===== config.mk =====
export PLATFORM = sky130hd
export DESIGN_NAME = gpio_split_half
export DESIGN_NICKNAME = d
export VERILOG_FILES = /design/src/rtl/gpio_sh_pkg.sv /design/src/rtl/gpio_sh_sync.sv /design/src/rtl/gpio_sh_edge.sv /design/src/rtl/gpio_sh_regs.sv /design/src/rtl/gpio_split_half.sv
export SDC_FILE = /design/constraint.sdc
export NUM_CORES = 1
export LEC_CHECK = 0
export BUFFER_PORTS_ARGS = -buffer_cell sky130_fd_sc_hd__buf_2
export CORE_MARGIN = 8
export CORE_UTILIZATION = 30
export CTS_CLUSTER_DIAMETER = 80
export DETAILED_ROUTE_END_ITERATION = 12
export PLACE_DENSITY = 0.42
export SYNTH_ARGS = -nofsm -noshare
export SYNTH_HDL_FRONTEND = slang
export SYNTH_HIERARCHICAL = 1
export SYNTH_SLANG_ARGS = --single-unit

===== constraint.sdc =====
create_clock -name clk -period 4.9 [get_ports clk]
set_input_delay 0.98 -clock clk [delete_from_list [all_inputs] [get_ports clk]]
set_output_delay 0.98 -clock clk [all_outputs]
set_load 0.02 [all_outputs]

===== src/rtl/gpio_sh_pkg.sv =====
package gpio_sh_pkg;

  localparam int ADDR_W  = 12;
  localparam int LVL_W   = 3;
  localparam int CODE_W  = 19;
  localparam int CODE_HI = 16;

  localparam logic [ADDR_W-1:0] OFS_OUT = 12'h00C;
  localparam logic [ADDR_W-1:0] OFS_IN  = 12'h010;
  localparam logic [ADDR_W-1:0] OFS_FEN = 12'h014;
  localparam logic [ADDR_W-1:0] OFS_REN = 12'h018;
  localparam logic [ADDR_W-1:0] OFS_STS = 12'h020;
  localparam logic [ADDR_W-1:0] OFS_HI  = 12'h500;
  localparam logic [ADDR_W-1:0] OFS_BOE = 12'h508;

  typedef enum logic [3:0] {
    RS_NONE,
    RS_OUT_LO, RS_OUT_HI,
    RS_IN_LO,  RS_IN_HI,
    RS_FEN_LO, RS_FEN_HI,
    RS_REN_LO, RS_REN_HI,
    RS_STS_LO, RS_STS_HI,
    RS_BOE_HI
  } reg_sel_e;

  function automatic reg_sel_e sel_of(input logic [ADDR_W-1:0] a);
    reg_sel_e s;
    case (a)
      OFS_OUT:          s = RS_OUT_LO;
      OFS_OUT + OFS_HI: s = RS_OUT_HI;
      OFS_IN:           s = RS_IN_LO;
      OFS_IN + OFS_HI:  s = RS_IN_HI;
      OFS_FEN:          s = RS_FEN_LO;
      OFS_FEN + OFS_HI: s = RS_FEN_HI;
      OFS_REN:          s = RS_REN_LO;
      OFS_REN + OFS_HI: s = RS_REN_HI;
      OFS_STS:          s = RS_STS_LO;
      OFS_STS + OFS_HI: s = RS_STS_HI;
      OFS_BOE:          s = RS_BOE_HI;
      default:          s = RS_NONE;
    endcase
    return s;
  endfunction

  function automatic logic [LVL_W-1:0] level_of(input logic [CODE_W-1:0] c);
    logic [LVL_W-1:0] l;
    case (c)
      19'h00007: l = 3'd0;
      19'h20000: l = 3'd1;
      19'h20001: l = 3'd2;
      19'h40000: l = 3'd3;
      19'h10006: l = 3'd4;
      19'h20005: l = 3'd5;
      19'h40003: l = 3'd6;
      default:   l = 3'd7;
    endcase
    return l;
  endfunction

endpackage


===== src/rtl/gpio_sh_sync.sv =====
module gpio_sh_sync #(
  parameter int WIDTH = 32,
  parameter int STAGES = 2
) (
  input  logic             clk,
  input  logic             rst,
  input  logic [WIDTH-1:0] d,
  output logic [WIDTH-1:0] q
);
  logic [WIDTH-1:0] stage_q [STAGES];

  genvar g;
  generate
    for (g = 0; g < STAGES; g++) begin : g_stage
      always_ff @(posedge clk) begin
        if (rst) stage_q[g] <= '1;
        else if (g == 0) stage_q[g] <= d;
        else stage_q[g] <= stage_q[(g == 0) ? 0 : g-1];
      end
    end
  endgenerate

  assign q = stage_q[STAGES-1];
endmodule


===== src/rtl/gpio_sh_edge.sv =====
module gpio_sh_edge #(
  parameter int WIDTH = 32
) (
  input  logic             clk,
  input  logic             rst,
  input  logic [WIDTH-1:0] sync_in,
  input  logic [WIDTH-1:0] rise_en,
  input  logic [WIDTH-1:0] fall_en,
  input  logic             rd_clr,
  output logic [WIDTH-1:0] in_q,
  output logic [WIDTH-1:0] status_q,
  output logic             irq_q
);
  logic [WIDTH-1:0] changed;
  logic [WIDTH-1:0] qual;
  logic [WIDTH-1:0] first;
  logic             any_qual;

  always_comb begin
    changed  = sync_in ^ in_q;
    qual     = changed & ((sync_in & rise_en) | (~sync_in & fall_en));
    first    = qual & (~qual + 1'b1);
    any_qual = |qual;
  end

  always_ff @(posedge clk) begin
    if (rst) begin
      in_q     <= '1;
      status_q <= '0;
      irq_q    <= 1'b0;
    end else begin
      in_q <= sync_in;
      if (any_qual) begin
        status_q <= first;
        irq_q    <= 1'b1;
      end else if (rd_clr) begin
        status_q <= '0;
        irq_q    <= 1'b0;
      end
    end
  end


  status_onehot_chk: assert property (@(posedge clk) disable iff (rst)
    $onehot0(status_q));


  status_clear_chk: assert property (@(posedge clk) disable iff (rst)
    rd_clr && !any_qual |=> status_q == '0 && !irq_q);


  quiet_hold_chk: assert property (@(posedge clk) disable iff (rst)
    !any_qual && !rd_clr |=> $stable(status_q) && $stable(irq_q));


  edge_wins_chk: assert property (@(posedge clk) disable iff (rst)
    any_qual && rd_clr |=> irq_q && status_q != '0);
endmodule


===== src/rtl/gpio_sh_regs.sv =====
module gpio_sh_regs
  import gpio_sh_pkg::*;
#(
  parameter int HALF_W = 16,
  parameter int BR_LSB = 16
) (
  input  logic                clk,
  input  logic                rst,
  input  logic                wr_en,
  input  logic                rd_en,
  input  logic [ADDR_W-1:0]   addr,
  input  logic [HALF_W-1:0]   wdata,
  output logic [HALF_W-1:0]   rdata,
  input  logic [2*HALF_W-1:0] in_q,
  input  logic [2*HALF_W-1:0] status_q,
  output logic [2*HALF_W-1:0] out_q,
  output logic [2*HALF_W-1:0] fen_q,
  output logic [2*HALF_W-1:0] ren_q,
  output logic                rd_clr,
  output logic [LVL_W-1:0]    bright_q
);
  localparam int PIN_W  = 2 * HALF_W;
  localparam int MID_W  = CODE_HI - LVL_W;
  localparam int BR_OFS = BR_LSB - HALF_W;

  reg_sel_e         sel;
  logic [LVL_W-1:0] blo_q;
  logic [LVL_W-1:0] bhi_q;
  logic [CODE_W-1:0] code;

  assign sel    = sel_of(addr);
  assign rd_clr = rd_en && (sel == RS_STS_LO || sel == RS_STS_HI);
  assign code   = {bhi_q, {MID_W{1'b0}}, blo_q};

  always_ff @(posedge clk) begin
    if (rst) begin
      out_q <= '0;
      fen_q <= '0;
      ren_q <= '0;
      blo_q <= '0;
      bhi_q <= '0;
    end else if (wr_en) begin
      case (sel)
        RS_OUT_LO: out_q[HALF_W-1:0] <= wdata;
        RS_OUT_HI: begin
          out_q[PIN_W-1:HALF_W] <= wdata;
          bhi_q <= wdata[BR_OFS +: LVL_W];
        end
        RS_FEN_LO: fen_q[HALF_W-1:0]     <= wdata;
        RS_FEN_HI: fen_q[PIN_W-1:HALF_W] <= wdata;
        RS_REN_LO: ren_q[HALF_W-1:0]     <= wdata;
        RS_REN_HI: ren_q[PIN_W-1:HALF_W] <= wdata;
        RS_BOE_HI: blo_q <= wdata[LVL_W-1:0];
        default: ;
      endcase
    end
  end

  always_ff @(posedge clk) begin
    if (rst) bright_q <= '1;
    else     bright_q <= level_of(code);
  end

  always_ff @(posedge clk) begin
    if (rst) begin
      rdata <= '0;
    end else if (rd_en) begin
      case (sel)
        RS_OUT_LO: rdata <= out_q[HALF_W-1:0];
        RS_OUT_HI: rdata <= out_q[PIN_W-1:HALF_W];
        RS_IN_LO:  rdata <= in_q[HALF_W-1:0];
        RS_IN_HI:  rdata <= in_q[PIN_W-1:HALF_W];
        RS_FEN_LO: rdata <= fen_q[HALF_W-1:0];
        RS_FEN_HI: rdata <= fen_q[PIN_W-1:HALF_W];
        RS_REN_LO: rdata <= ren_q[HALF_W-1:0];
        RS_REN_HI: rdata <= ren_q[PIN_W-1:HALF_W];
        RS_STS_LO: rdata <= status_q[HALF_W-1:0];
        RS_STS_HI: rdata <= status_q[PIN_W-1:HALF_W];
        RS_BOE_HI: rdata <= {{(HALF_W-LVL_W){1'b0}}, blo_q};
        default:   rdata <= '0;
      endcase
    end
  end


  lo_write_chk: assert property (@(posedge clk) disable iff (rst)
    wr_en && sel == RS_OUT_LO |=>
      out_q[HALF_W-1:0] == $past(wdata) &&
      out_q[PIN_W-1:HALF_W] == $past(out_q[PIN_W-1:HALF_W]));


  unmapped_write_chk: assert property (@(posedge clk) disable iff (rst)
    wr_en && (sel == RS_NONE || sel == RS_IN_LO || sel == RS_STS_HI) |=>
      $stable(out_q) && $stable(fen_q) && $stable(ren_q) &&
      $stable(blo_q) && $stable(bhi_q));


  oe_code_chk: assert property (@(posedge clk) disable iff (rst)
    wr_en && sel == RS_BOE_HI |=> blo_q == $past(wdata[LVL_W-1:0]));
endmodule


===== src/rtl/gpio_split_half.sv =====
module gpio_split_half
  import gpio_sh_pkg::*;
#(
  parameter int HALF_W  = 16,
  parameter int SYNC_N  = 2,
  parameter int BR_LSB  = 16,
  parameter int SDA_BIT = 29,
  parameter int SCL_BIT = 30
) (
  input  logic        clk,
  input  logic        rst,
  input  logic        wr_en,
  input  logic        rd_en,
  input  logic [11:0] addr,
  input  logic [15:0] wdata,
  output logic [15:0] rdata,
  input  logic [31:0] pin_in,
  output logic [31:0] pin_out,
  output logic        irq,
  output logic [2:0]  bright,
  output logic        ser_data,
  output logic        ser_clk
);
  localparam int PIN_W = 2 * HALF_W;

  logic [PIN_W-1:0] sync_lvl;
  logic [PIN_W-1:0] in_q;
  logic [PIN_W-1:0] status_q;
  logic [PIN_W-1:0] out_q;
  logic [PIN_W-1:0] fen_q;
  logic [PIN_W-1:0] ren_q;
  logic             rd_clr;

  gpio_sh_sync #(.WIDTH(PIN_W), .STAGES(SYNC_N)) u_sync (
    .clk (clk),
    .rst (rst),
    .d   (pin_in),
    .q   (sync_lvl)
  );

  gpio_sh_edge #(.WIDTH(PIN_W)) u_edge (
    .clk      (clk),
    .rst      (rst),
    .sync_in  (sync_lvl),
    .rise_en  (ren_q),
    .fall_en  (fen_q),
    .rd_clr   (rd_clr),
    .in_q     (in_q),
    .status_q (status_q),
    .irq_q    (irq)
  );

  gpio_sh_regs #(.HALF_W(HALF_W), .BR_LSB(BR_LSB)) u_regs (
    .clk      (clk),
    .rst      (rst),
    .wr_en    (wr_en),
    .rd_en    (rd_en),
    .addr     (addr),
    .wdata    (wdata),
    .rdata    (rdata),
    .in_q     (in_q),
    .status_q (status_q),
    .out_q    (out_q),
    .fen_q    (fen_q),
    .ren_q    (ren_q),
    .rd_clr   (rd_clr),
    .bright_q (bright)
  );

  assign pin_out  = out_q;
  assign ser_data = out_q[SDA_BIT];
  assign ser_clk  = out_q[SCL_BIT];


  irq_needs_status_chk: assert property (@(posedge clk) disable iff (rst)
    $rose(irq) |-> status_q != '0);
endmodule


# ---- After elaboration in Yosys (flattened, before gate mapping)
# Memories as Yosys holds them, arrays and structs flattened.
# Index checks and enable logic that the tools add are counted.
dict set report word_totals {
  reg_bits 186
  ram_bits 64
  output_inout_bits 54
  memories 1
}
# name words word_bits rd rd_clocked_by_memory_dff write_ports line
set memory_table {}
lappend memory_table {u_sync.stage_q 2 32 2 0 2 gpio_sh_sync.sv:10} ;# logic [WIDTH-1:0] stage_q [STAGES];
dict set report classes {
  add_sub_neg 1
  n_eq_ne 29
  mux 12
  bitwise_logic 10
  n_reduce_logical 11
}
# op n
set ops {}
lappend ops {{$pmux 16 s11} 1}
lappend ops {{$and 32x32->32} 4}
lappend ops {{$mux 32} 4}
lappend ops {{$eq 12x11->1 const B} 6}
lappend ops {{$not 32->32} 2}
lappend ops {{$pmux 4 s11} 1}
lappend ops {{$eq 12x5->1 const B} 3}
lappend ops {{$add 32x1->32 const B} 1}
lappend ops {{$or 32x32->32} 1}
lappend ops {{$reduce_or 32->1} 1}
lappend ops {{$xor 32x32->32} 1}
lappend ops {{$pmux 3 s7} 1}
lappend ops {{$eq 6x5->1 const B} 3}
lappend ops {{$eq 4x3->1 const B} 4}
lappend ops {{$eq 4x4->1 const B} 4}
lappend ops {{$reduce_and 2->1} 7}
lappend ops {{$eq 12x4->1 const B} 1}
lappend ops {{$eq 12x6->1 const B} 1}
lappend ops {{$eq 6x6->1 const B} 2}
lappend ops {{$eq 4x2->1 const B} 2}
lappend ops {{$eq 6x3->1 const B} 1}
lappend ops {{$eq 6x4->1 const B} 1}
lappend ops {{$mux 1} 5}
lappend ops {{$eq 4x1->1 const B} 1}
lappend ops {{other kinds (4)} 5}

# ---- Logic depth before layout (Yosys ltp)
# Gate-level depths: netlist of the first run.
# An unclocked memory read counts as a cell.
dict set report depth {
  word_depth 9
  mapped_depth 16
  depth_no_buf 14
}

# ---- Cells and area by module
# The synthesis of the first run kept the hierarchy.
# mod instances cells_per_inst area_per_inst_um2 seq_area_each_um2
set modules_own_cells {}
lappend modules_own_cells {gpio_sh_regs 1 722 5973.2 2362.3}
lappend modules_own_cells {gpio_sh_edge 1 290 2730.1 1301.2}
lappend modules_own_cells {gpio_sh_sync 1 135 1760.4 1281.2}
lappend modules_own_cells {gpio_split_half 1 2 15.0 0.0}

# ---- Worst setup path after synthesis of the first run
# Ideal clock, no wire load.
dict set report synth_timing {
  path_kind {input port to flip-flop}
  start {in addr[3]}
  end {reg u_edge.status_q[24]}
  setup_time_ps 61
  arrival_ps 4188
  required_time_ps 4839
  setup_slack_ps 651
  cell_stages 15
  path_buffers 3
  cell_sequence {clkbuf_1 -> and4b_1 -> nor2_1 -> or3_1 -> ha_1 -> clkbuf_1 -> o41ai_4 -> a21boi_1 -> nor2_1 -> nor3_4 -> o21a_1 -> or4_4 -> nor3_4 -> buf_6 -> a22o_1}
}
dict set report synth_via {
  elab_chain_cells 6
}
# element line
set synth_lines {}
lappend synth_lines {{from (decl)} gpio_split_half.sv:14} ;# input logic [11:0] addr,
lappend synth_lines {{$eq 12x11->1 (tied with other cells)} gpio_sh_pkg.sv:28} ;# case (a)
lappend synth_lines {{$pmux 4 s11 *} gpio_sh_pkg.sv:28}
lappend synth_lines {{$eq 4x4->1} gpio_sh_regs.sv:32} ;# assign rd_clr = rd_en && (sel == RS_STS_LO || sel == RS_STS_HI);
lappend synth_lines {{$logic_or 1x1->1 *} gpio_sh_regs.sv:32}
lappend synth_lines {{$logic_and 1x1->1 *} gpio_sh_regs.sv:32}
lappend synth_lines {{via rd_clr} gpio_split_half.sv:32} ;# logic rd_clr;
lappend synth_lines {{$reduce_bool 2->1 (no line) *} n/a}
lappend synth_lines {{to (signal assigned)} gpio_sh_edge.sv:34} ;# status_q <= first;
lappend synth_lines {{to (decl)} gpio_sh_edge.sv:11} ;# output logic [WIDTH-1:0] status_q,
# The timed path passes the listed nets; every way through them passes the cells marked *.
# A chain may end at the register's enable or synchronous reset.

# ---- Worst setup path after layout of the first run
dict set report layout_timing {
  start {in addr[8]}
  end {reg u_edge.status_q[8]}
}
# Same word-level chain as after synthesis.

==> Flow_metrics.wiki, run 1 <==
{| class="wikitable"
! Metric !! Value
|-
| Synthesized Nets || 1216
|-
| Commonest non-fill, non-tap cell in the layout || sky130_fd_sc_hd__dfxtp_1
|-
| Count of unique library cells instantiated by Yosys || 69
|-
| Root buf cell || sky130_fd_sc_hd__clkbuf_16
|-
| Ant. Diodes || 0
|-
| Number of DRC markers in iteration 0 || slightly below 600
|-
| Area of the multi-input gates || 5060 um2
|-
| Maxcap violations || 0
|-
| Maximum clock frequency || roughly 0.24 GHz
|-
| # IOs || 118
|-
| Number of input and output port buffers inserted || 117
|-
| Vias after detailed routing || 8870
|-
| Global routing usage summed across all routing layers || 0.173
|-
| Worst R2R Setup Slack || between 1.5 and 2 ns
|-
| Ys async rst share || 0
|-
| Worst Skew || roughly 0.017 ns
|-
| Capture point of the worst reg-to-reg path || u_edge/status_q[8]$_SDFFE_PP0P_
|-
| Number of global-route vias before repair || 8915
|-
| Count of state elements after synthesis || 247
|-
| Final routed wire length divided by cell count || roughly 22 um
|-
| HPWL after detailed placement || between 20 and 30 mm
|-
| Yosys warnings || 6
|-
| Layer with the highest usage after global routing || met2
|-
| Final hold vios || 0
|-
| Global Route met3 Usage || 0.0317
|-
| Run status || finished, final reports clean
|-
| DIE HEIGHT || 203 um
|-
| Synth Area per Inst || 9.12 um2
|-
| Worst R2R Start || u_sync/stage_q[1][8]$_SDFF_PP1_
|-
| Category of cells accounting for the largest share of critical-path delay || simple AND/OR/NAND/NOR gates
|-
| Synthesized cell area || around 10000 um2
|-
| Antenna violation net count after detailed routing || 0
|-
| Peak fanout along the critical path || 27
|-
| Beginning of the critical path || addr[8]
|-
| Final total power || around 0.0043 W
|-
| Number of hold buffers added after cts || 0
|-
| Number of buffer and inverter stages on the critical path || 2
|-
| Worst EP required || about 5.4 ns
|-
| CTS buffer count || 29
|-
| Wire length of the first global-routing pass || between 50 and 60 mm
|-
| Highest cell delay on the worst timing path || just over 0.9 ns
|-
| Primary flip-flop cell chosen by synthesis mapping || sky130_fd_sc_hd__dfxtp_1
|-
| Buffers inserted during post-CTS setup optimization || 0
|-
| Detail-routed via count per cell || around 5
|-
| Area of all sequential standard cells || 4940 um2
|-
| Standard cell with the maximum stage delay on the critical path || sky130_fd_sc_hd__nor3_4
|-
| Synthesis-to-finish area growth || 17.7%
|-
| Sequential fraction of the synthesis area || 0.472
|-
| Floorplan Core Area || around 34000 um2
|-
| Insertion delay to the later sink of the worst-skew pair || roughly 0.56 ns
|-
| DRC viols || 0
|-
| Setup repair after global routing missed its margin || false
|-
| Worst path setup slack after routing || about 0.74 ns
|-
| Max_slew headroom || 0.181
|-
| Effective utilization at floorplan || 0.304
|-
| IR drop worst, VDD || 0.000270 V
|-
| Clock input transition at the sequential cells of the worst setup and hold paths || around 0.060 ns
|-
| Class of the tightest hold or removal check || register to register
|-
| Fill cell instance count of the final layout || 3658
|-
| Crit path depth || 12
|-
| End of the critical path || u_edge/status_q[8]$_SDFFE_PP0P_
|-
| Post-CTS sizing || 0
|-
| Global-route congestion overflow total || 0
|-
| Final std cell area, no fill || around 12000 um2
|-
| Number of iterations in the first detailed-routing pass || 5
|-
| Instance area after placement || between 10000 and 15000 um2
|-
| Hold-critical path depth || 1
|-
| Areal power density over the cells || 349 nW/um2
|-
| Layout cell share with drive strength beyond 1 || 0.207
|-
| Met2 Track Usage GR || 0.287
|-
| TritonCTS clock tree || yes
|-
| Static Leakage || between 4 and 5 nW
|-
| Arrival time at the worst endpoint || between 4 and 5 ns
|-
| Max Transition Viols Final || 0
|-
| Gate count after technology mapping || 1149
|-
| EDFF count, synth || 0
|-
| Worst reg-to-reg path cell count || 6
|-
| Worst Setup End Kind || register
|-
| Horizontal die dimension || 203 um
|-
| Final setup viols || 0
|-
| Clock Sink Count || 247
|-
| Layout net count || between 1k and 1.5k
|-
| Cell Rows || roughly 70
|-
| Highest-count cells in the layout ignoring fill and taps || sky130_fd_sc_hd__dfxtp_1 (247), sky130_fd_sc_hd__nand2_1 (167), sky130_fd_sc_hd__buf_2 (116), sky130_fd_sc_hd__nor2_1 (85), sky130_fd_sc_hd__a21oi_1 (65)
|-
| Routing usage on met1 || 0.226
|-
| Share of the clock period used by the worst path || 0.849
|-
| Drt total wl || around 37 mm
|-
| Initial antenna violation count || 1
|-
| Final weighted congestion in routability-driven placement || ~0.8
|-
| Setup TNS || 0 ns
|-
| Pin count of the biggest net entering global routing || between 80 and 90
|-
| Post-route minimum period || 4.16 ns
|-
| Die Footprint || between 40000 and 50000 um2
|-
| Tightest Pin Transition || ~1.2 ns
|-
| Worst-case clock buffer depth || 3
|-
| Pre-CTS setup slack || ~0.22 ns
|-
| Kind of start point of the critical path || input pin
|-
| Critical path cell sequence || buf_2 > or2_2 > o21ai_0 > o21ai_0 > or3_1 > ha_1 > inv_1 > nor3_4 > o21a_1 > or4_4 > nor3_4 > a22o_2
|-
| Class of the most critical setup path || input pin to register
|-
| H-tree depth || 1
|}
==> cell type report <==
type                    instances  share of cell area
well taps                     455              0.0462
repair buffers                141              0.0626
multi-input cells             811               0.410
inverters                      18             0.00548
flip-flops and latches        247               0.401
clock buffers                  40              0.0671
clock inverters                10             0.00781
==> flip-flops by register name, summed over array words and instances (netlist names) <==
name,count
u_regs/bright_q,3
u_edge/status_q,32
u_regs/fen_q,32
u_regs/rdata,16
u_regs/ren_q,32
u_regs/out_q,32
u_regs/blo_q,3
u_edge/irq_q,1
u_sync/stage_q,64
u_edge/in_q,32
==> synthesized netlist by cell type (18+ instances only) <==
cell type,n,share of area
sky130_fd_sc_hd__nor2_1,85,0.030
sky130_fd_sc_hd__nand3b_1,34,0.024
sky130_fd_sc_hd__or2_2,38,0.023
sky130_fd_sc_hd__or2_1,61,0.036
sky130_fd_sc_hd__nand2_1,167,0.060
sky130_fd_sc_hd__a21oi_1,65,0.031
sky130_fd_sc_hd__nor2b_1,20,0.012
sky130_fd_sc_hd__dfxtp_1,247,0.47
sky130_fd_sc_hd__clkbuf_1,42,0.015
sky130_fd_sc_hd__o21ai_0,39,0.019
sky130_fd_sc_hd__nor3_1,19,0.0091
sky130_fd_sc_hd__mux2i_1,59,0.056
sky130_fd_sc_hd__inv_1,18,0.0064
sky130_fd_sc_hd__nand3_1,24,0.011
==> layer usage <==
| metal | part of all wire | up-vias |
|---|---|---|
| met1 | 0.46 | 4274 |
| met4 | 0.026 | 0 |
| li1 | - | 4267 |
| met3 | 0.054 | 61 |
| met5 | 0 | - |
| met2 | 0.46 | 268 |
==> worst register-to-register path, delay by kind of cell, from the launching register on <==
family / cells / cell delay [ns]
AND/OR/NAND/NOR: 4 / 2.12
AO/OA/AOI/OAI: 2 / 0.54
flip-flops: 1 / 0.34
==> per-stage QoR <==
step                 util  hold WS (ns)  instances
global placement    0.331         0.387       1672
finish              0.358         0.403       1722
CTS                 0.358         0.406       1722
detailed placement  0.331         0.392       1672
floorplan               -         0.383       1149
global route        0.358         0.419       1722
==> power by group <==
group	switching (W)	internal [W]
clock network	0.000876	0.00123
registers	0.0000168	0.00204
logic	0.0000941	0.0000502
==> worst min path at each step <==
stage,endpoint,slack [ns],from
global placement,u_sync/stage_q[1][28]$_SDFF_PP1_,0.39,u_sync/stage_q[0][28]$_SDFF_PP1_
CTS,u_sync/stage_q[1][2]$_SDFF_PP1_,0.41,u_sync/stage_q[0][2]$_SDFF_PP1_
global route,u_sync/stage_q[1][26]$_SDFF_PP1_,0.42,u_sync/stage_q[0][26]$_SDFF_PP1_
finish,u_sync/stage_q[1][8]$_SDFF_PP1_,0.40,u_sync/stage_q[0][8]$_SDFF_PP1_
floorplan,u_sync/stage_q[1][0]$_SDFF_PP1_,0.38,u_sync/stage_q[0][0]$_SDFF_PP1_
detailed placement,u_sync/stage_q[1][2]$_SDFF_PP1_,0.39,u_sync/stage_q[0][2]$_SDFF_PP1_
==> cells by family after synthesis <==
group,share of synthesized area
AND/OR/NAND/NOR,0.249
AO/OA/AOI/OAI,0.171
flip-flops,0.472
buffers and inverters,0.0462
multiplexers,0.0564
adder cells (fa/ha/maj),0.00358
XOR/XNOR,0.00167
Note: power is estimated with default switching activity, not from simulation.
==> run 2: changes to the inputs <==
--- a/config.mk
+++ b/config.mk
@@ -10,7 +10,7 @@
 export CORE_UTILIZATION = 30
 export CTS_CLUSTER_DIAMETER = 80
 export DETAILED_ROUTE_END_ITERATION = 12
-export PLACE_DENSITY = 0.42
+export PLACE_DENSITY = 0.44
 export SYNTH_ARGS = -nofsm -noshare
 export SYNTH_HDL_FRONTEND = slang
 export SYNTH_HIERARCHICAL = 1
==> constraint.sdc (replaced) <==
create_clock -name clk -period 3.76 [get_ports clk]
set_input_delay 0.752 -clock clk [delete_from_list [all_inputs] [get_ports clk]]
set_output_delay 0.752 -clock clk [all_outputs]
set_load 0.02 [all_outputs]
==> run 2 against run 1 <==
Net effect: non-clock buffer count is 43 higher; sequential power is 30% higher; critical path depth is 2 higher; via count is 0.61% higher; cell count is 2.6% higher; combinational power is 37% higher; utilization is 1.2 points higher; flip-flop and latch count stayed put; total power is 30% higher; critical endpoint is now u_regs/out_q[12]$_SDFFE_PP0P_.
==> Flow_metrics.wiki, run 2 (synthesized netlist as in run 1, its figures left out) <==
{| class="wikitable"
! Metric !! Value
|-
| Worst Setup End Kind || register
|-
| Register with the most flip-flops || u_sync/stage_q
|-
| Class of the most critical setup path || input pin to register
|-
| Areal power density over the cells || 440 nW/um2 (+26%)
|-
| Combinational power share || 0.035 (about the same)
|-
| Post-CTS sizing || 0 (unchanged)
|-
| Detail-routed via count per cell || 5.05 (-1.9%)
|-
| Clock input transition at the sequential cells of the worst setup and hold paths || 0.06 ns (about the same)
|-
| H-tree depth || 1 (unchanged)
|-
| Root buf cell || sky130_fd_sc_hd__clkbuf_16
|-
| Highest cell delay on the worst timing path || 0.78 ns (-0.15 ns)
|-
| Maximum clock frequency || between 0.3 and 0.4 GHz
|-
| Global-route congestion overflow total || 0 (unchanged)
|-
| Max_slew headroom || 0.319 (+0.138)
|-
| Wire length of the first global-routing pass || 54.7 mm (-1.5%)
|-
| Hold slack final || 0.369 ns (-0.0340 ns)
|-
| Arrival time at the worst endpoint || 3.71 ns (-0.96 ns)
|-
| Run status || finished, final reports clean
|-
| Class of the tightest hold or removal check || input pin to register
|-
| Commonest non-fill, non-tap cell in the layout || sky130_fd_sc_hd__dfxtp_1
|-
| Share of total power in sequential cells || 0.478 (about the same)
|-
| Number of input and output port buffers inserted || 117 (unchanged)
|-
| Pin count of the biggest net entering global routing || 86 (-1.1%)
|-
| Number of global-route vias before repair || 8805 (-1.2%)
|-
| Vias after detailed routing || 8924 (+0.61%)
|-
| Worst path setup slack after routing || 0.461 ns (-0.277 ns)
|-
| # IOs || 118 (unchanged)
|-
| Final weighted congestion in routability-driven placement || 0.834 (+4.5%)
|-
| Layout cell share with drive strength beyond 1 || 0.233 (+0.0259)
|-
| Peak fanout along the critical path || 12 (-56%)
|-
| Standard cell with the maximum stage delay on the critical path || sky130_fd_sc_hd__nor2_1
|-
| Power dissipated by switching net loads || 0.00125 W (+27%)
|-
| Number of buffer and inverter stages on the critical path || 4 (+2)
|-
| Layout net count || 1358 (+3.3%)
|-
| Effective utilization at floorplan || 0.304 (unchanged)
|-
| Pre-CTS setup slack || -0.0857 ns (-0.307 ns)
|-
| Final setup viols || 0 (unchanged)
|-
| Ant. Diodes || 0 (unchanged)
|-
| Cell Rows || 68 (unchanged)
|-
| Final total power || 0.00561 W (+30%)
|-
| Number of flip-flops under the largest register name || 64 (unchanged)
|-
| Global routing usage summed across all routing layers || 0.170 (-0.00236)
|-
| Post-route minimum period || ~3.3 ns
|-
| Drt total wl || 36.2 mm (-2.2%)
|-
| Die Footprint || 41200 um2 (unchanged)
|-
| Initial antenna violation count || 0 (-1)
|-
| Antenna violation net count after detailed routing || 0 (unchanged)
|-
| Share of total power in the clock network || 0.487 (-0.002)
|-
| Horizontal die dimension || 203 um (unchanged)
|-
| Worst-case clock buffer depth || 3 (unchanged)
|-
| Post-layout utilization of the core || 0.370 (+0.0125)
|-
| Number of iterations in the first detailed-routing pass || 8 (+3)
|-
| Share of the clock period used by the worst path || 0.877
|-
| Setup repair after global routing missed its margin || false
|-
| IR drop worst, VDD || 0.000315 V (+16%)
|-
| Worst Skew || 0.0128 ns (-0.00400 ns)
|-
| CTS buffer count || 29 (unchanged)
|-
| TritonCTS clock tree || yes
|-
| Floorplan Core Area || 34500 um2 (unchanged)
|-
| Cell-internal power || 0.00436 W (+31%)
|-
| Highest-count cells in the layout ignoring fill and taps || sky130_fd_sc_hd__dfxtp_1 (247), sky130_fd_sc_hd__nand2_1 (167), sky130_fd_sc_hd__buf_2 (116), sky130_fd_sc_hd__nor2_1 (84), sky130_fd_sc_hd__a21oi_1 (65)
|-
| DRC viols || 0 (unchanged)
|-
| Number of DRC markers in iteration 0 || 670 (+13%)
|-
| DIE HEIGHT || 203 um (unchanged)
|-
| Insertion delay to the later sink of the worst-skew pair || 0.56 ns (about the same)
|-
| Static Leakage || 4.65 nW (+5.1%)
|-
| Worst EP required || 4.17 ns (-1.23 ns)
|-
| HPWL after detailed placement || 26.7 mm (+3.0%)
|-
| Buffers inserted during post-CTS setup optimization || 0 (unchanged)
|-
| Category of cells accounting for the largest share of critical-path delay || simple AND/OR/NAND/NOR gates
|-
| Critical path cell sequence || buf_2 > buf_4 > nand2_1 > nand2_1 > o21ai_0 > or3_1 > ha_1 > buf_4 > nand2_1 > nor2_1 > and2_1 > buf_4 > mux2i_1 > nor2_1
|-
| Number of hold buffers added after cts || 0 (unchanged)
|-
| Max Transition Viols Final || 0 (unchanged)
|-
| Tightest Pin Transition || 1.02 ns (-0.207 ns)
|-
| Switching power as a share of total power || 0.224 (-0.00562)
|-
| Clock Sink Count || 247 (unchanged)
|-
| Synthesis-to-finish area growth || 21.8%
|-
| Final routed wire length divided by cell count || 20.5 um (-4.7%)
|-
| Kind of start point of the critical path || input pin
|-
| Maxcap violations || 0 (unchanged)
|-
| Final hold vios || 0 (unchanged)
|}
run 2: cell types whose count changed in the layout (fill, tap and decap cells not counted), sizes merged:
cell,change
clkinv,-3
clkbuf,+5
clkinvlp,-1
buf,+43
run 2: area by class of cell:
type                       instances  area [um2]
clock buffer                      45         856
clock inverter                     6        70.1
fill                            3580       21700
inverter                          18        67.6
multi-input combinational        811        5070
sequential                       247        4940
tap                              455         569
timing repair buffer             184        1180
run 2: final timing paths:
check,endpoint,start,cells past startpoint,slack [ns]
worst max-delay path,u_regs/out_q[12]$_SDFFE_PP0P_,addr[8],14,0.46
worst min-delay path,u_sync/stage_q[0][23]$_SDFF_PP1_,pin_in[23],2,0.37
worst max register to register,u_edge/status_q[22]$_SDFFE_PP0P_,u_sync/stage_q[1][4]$_SDFF_PP1_,6,1.28
worst min register to register,u_sync/stage_q[1][3]$_SDFF_PP1_,u_sync/stage_q[0][3]$_SDFF_PP1_,1,0.39
run 2: power by group through the flow:
stage | registers (W) | clock network (W) | logic (W)
CTS | 0.00268 | 0.00281 | 0.000201
finish | 0.00268 | 0.00273 | 0.000197
global route | 0.00268 | 0.00292 | 0.000218
detailed placement | 0.00274 | 0 | 0.000201
floorplan | 0.00273 | 0 | 0.000104
global placement | 0.00274 | 0 | 0.000201
run 2: metrics by stage:
step	setup TNS (ns)	std cells	cell area [um2]
floorplan	0	1149	10500
global placement	-0.117	1715	11800
detailed placement	-0.480	1715	11800
CTS	0	1766	12800
global route	0	1766	12800
finish	0	1766	12800
run 2: metal layers:
layer	routed length [um]	up-vias	global-route usage	part of all wire
met1	16500	4256	0.225	0.46
met2	16600	257	0.281	0.46
met4	915	0	0.0458	0.025
li1	-	4358	-	-
met3	2190	53	0.0319	0.061
met5	0	-	0	0
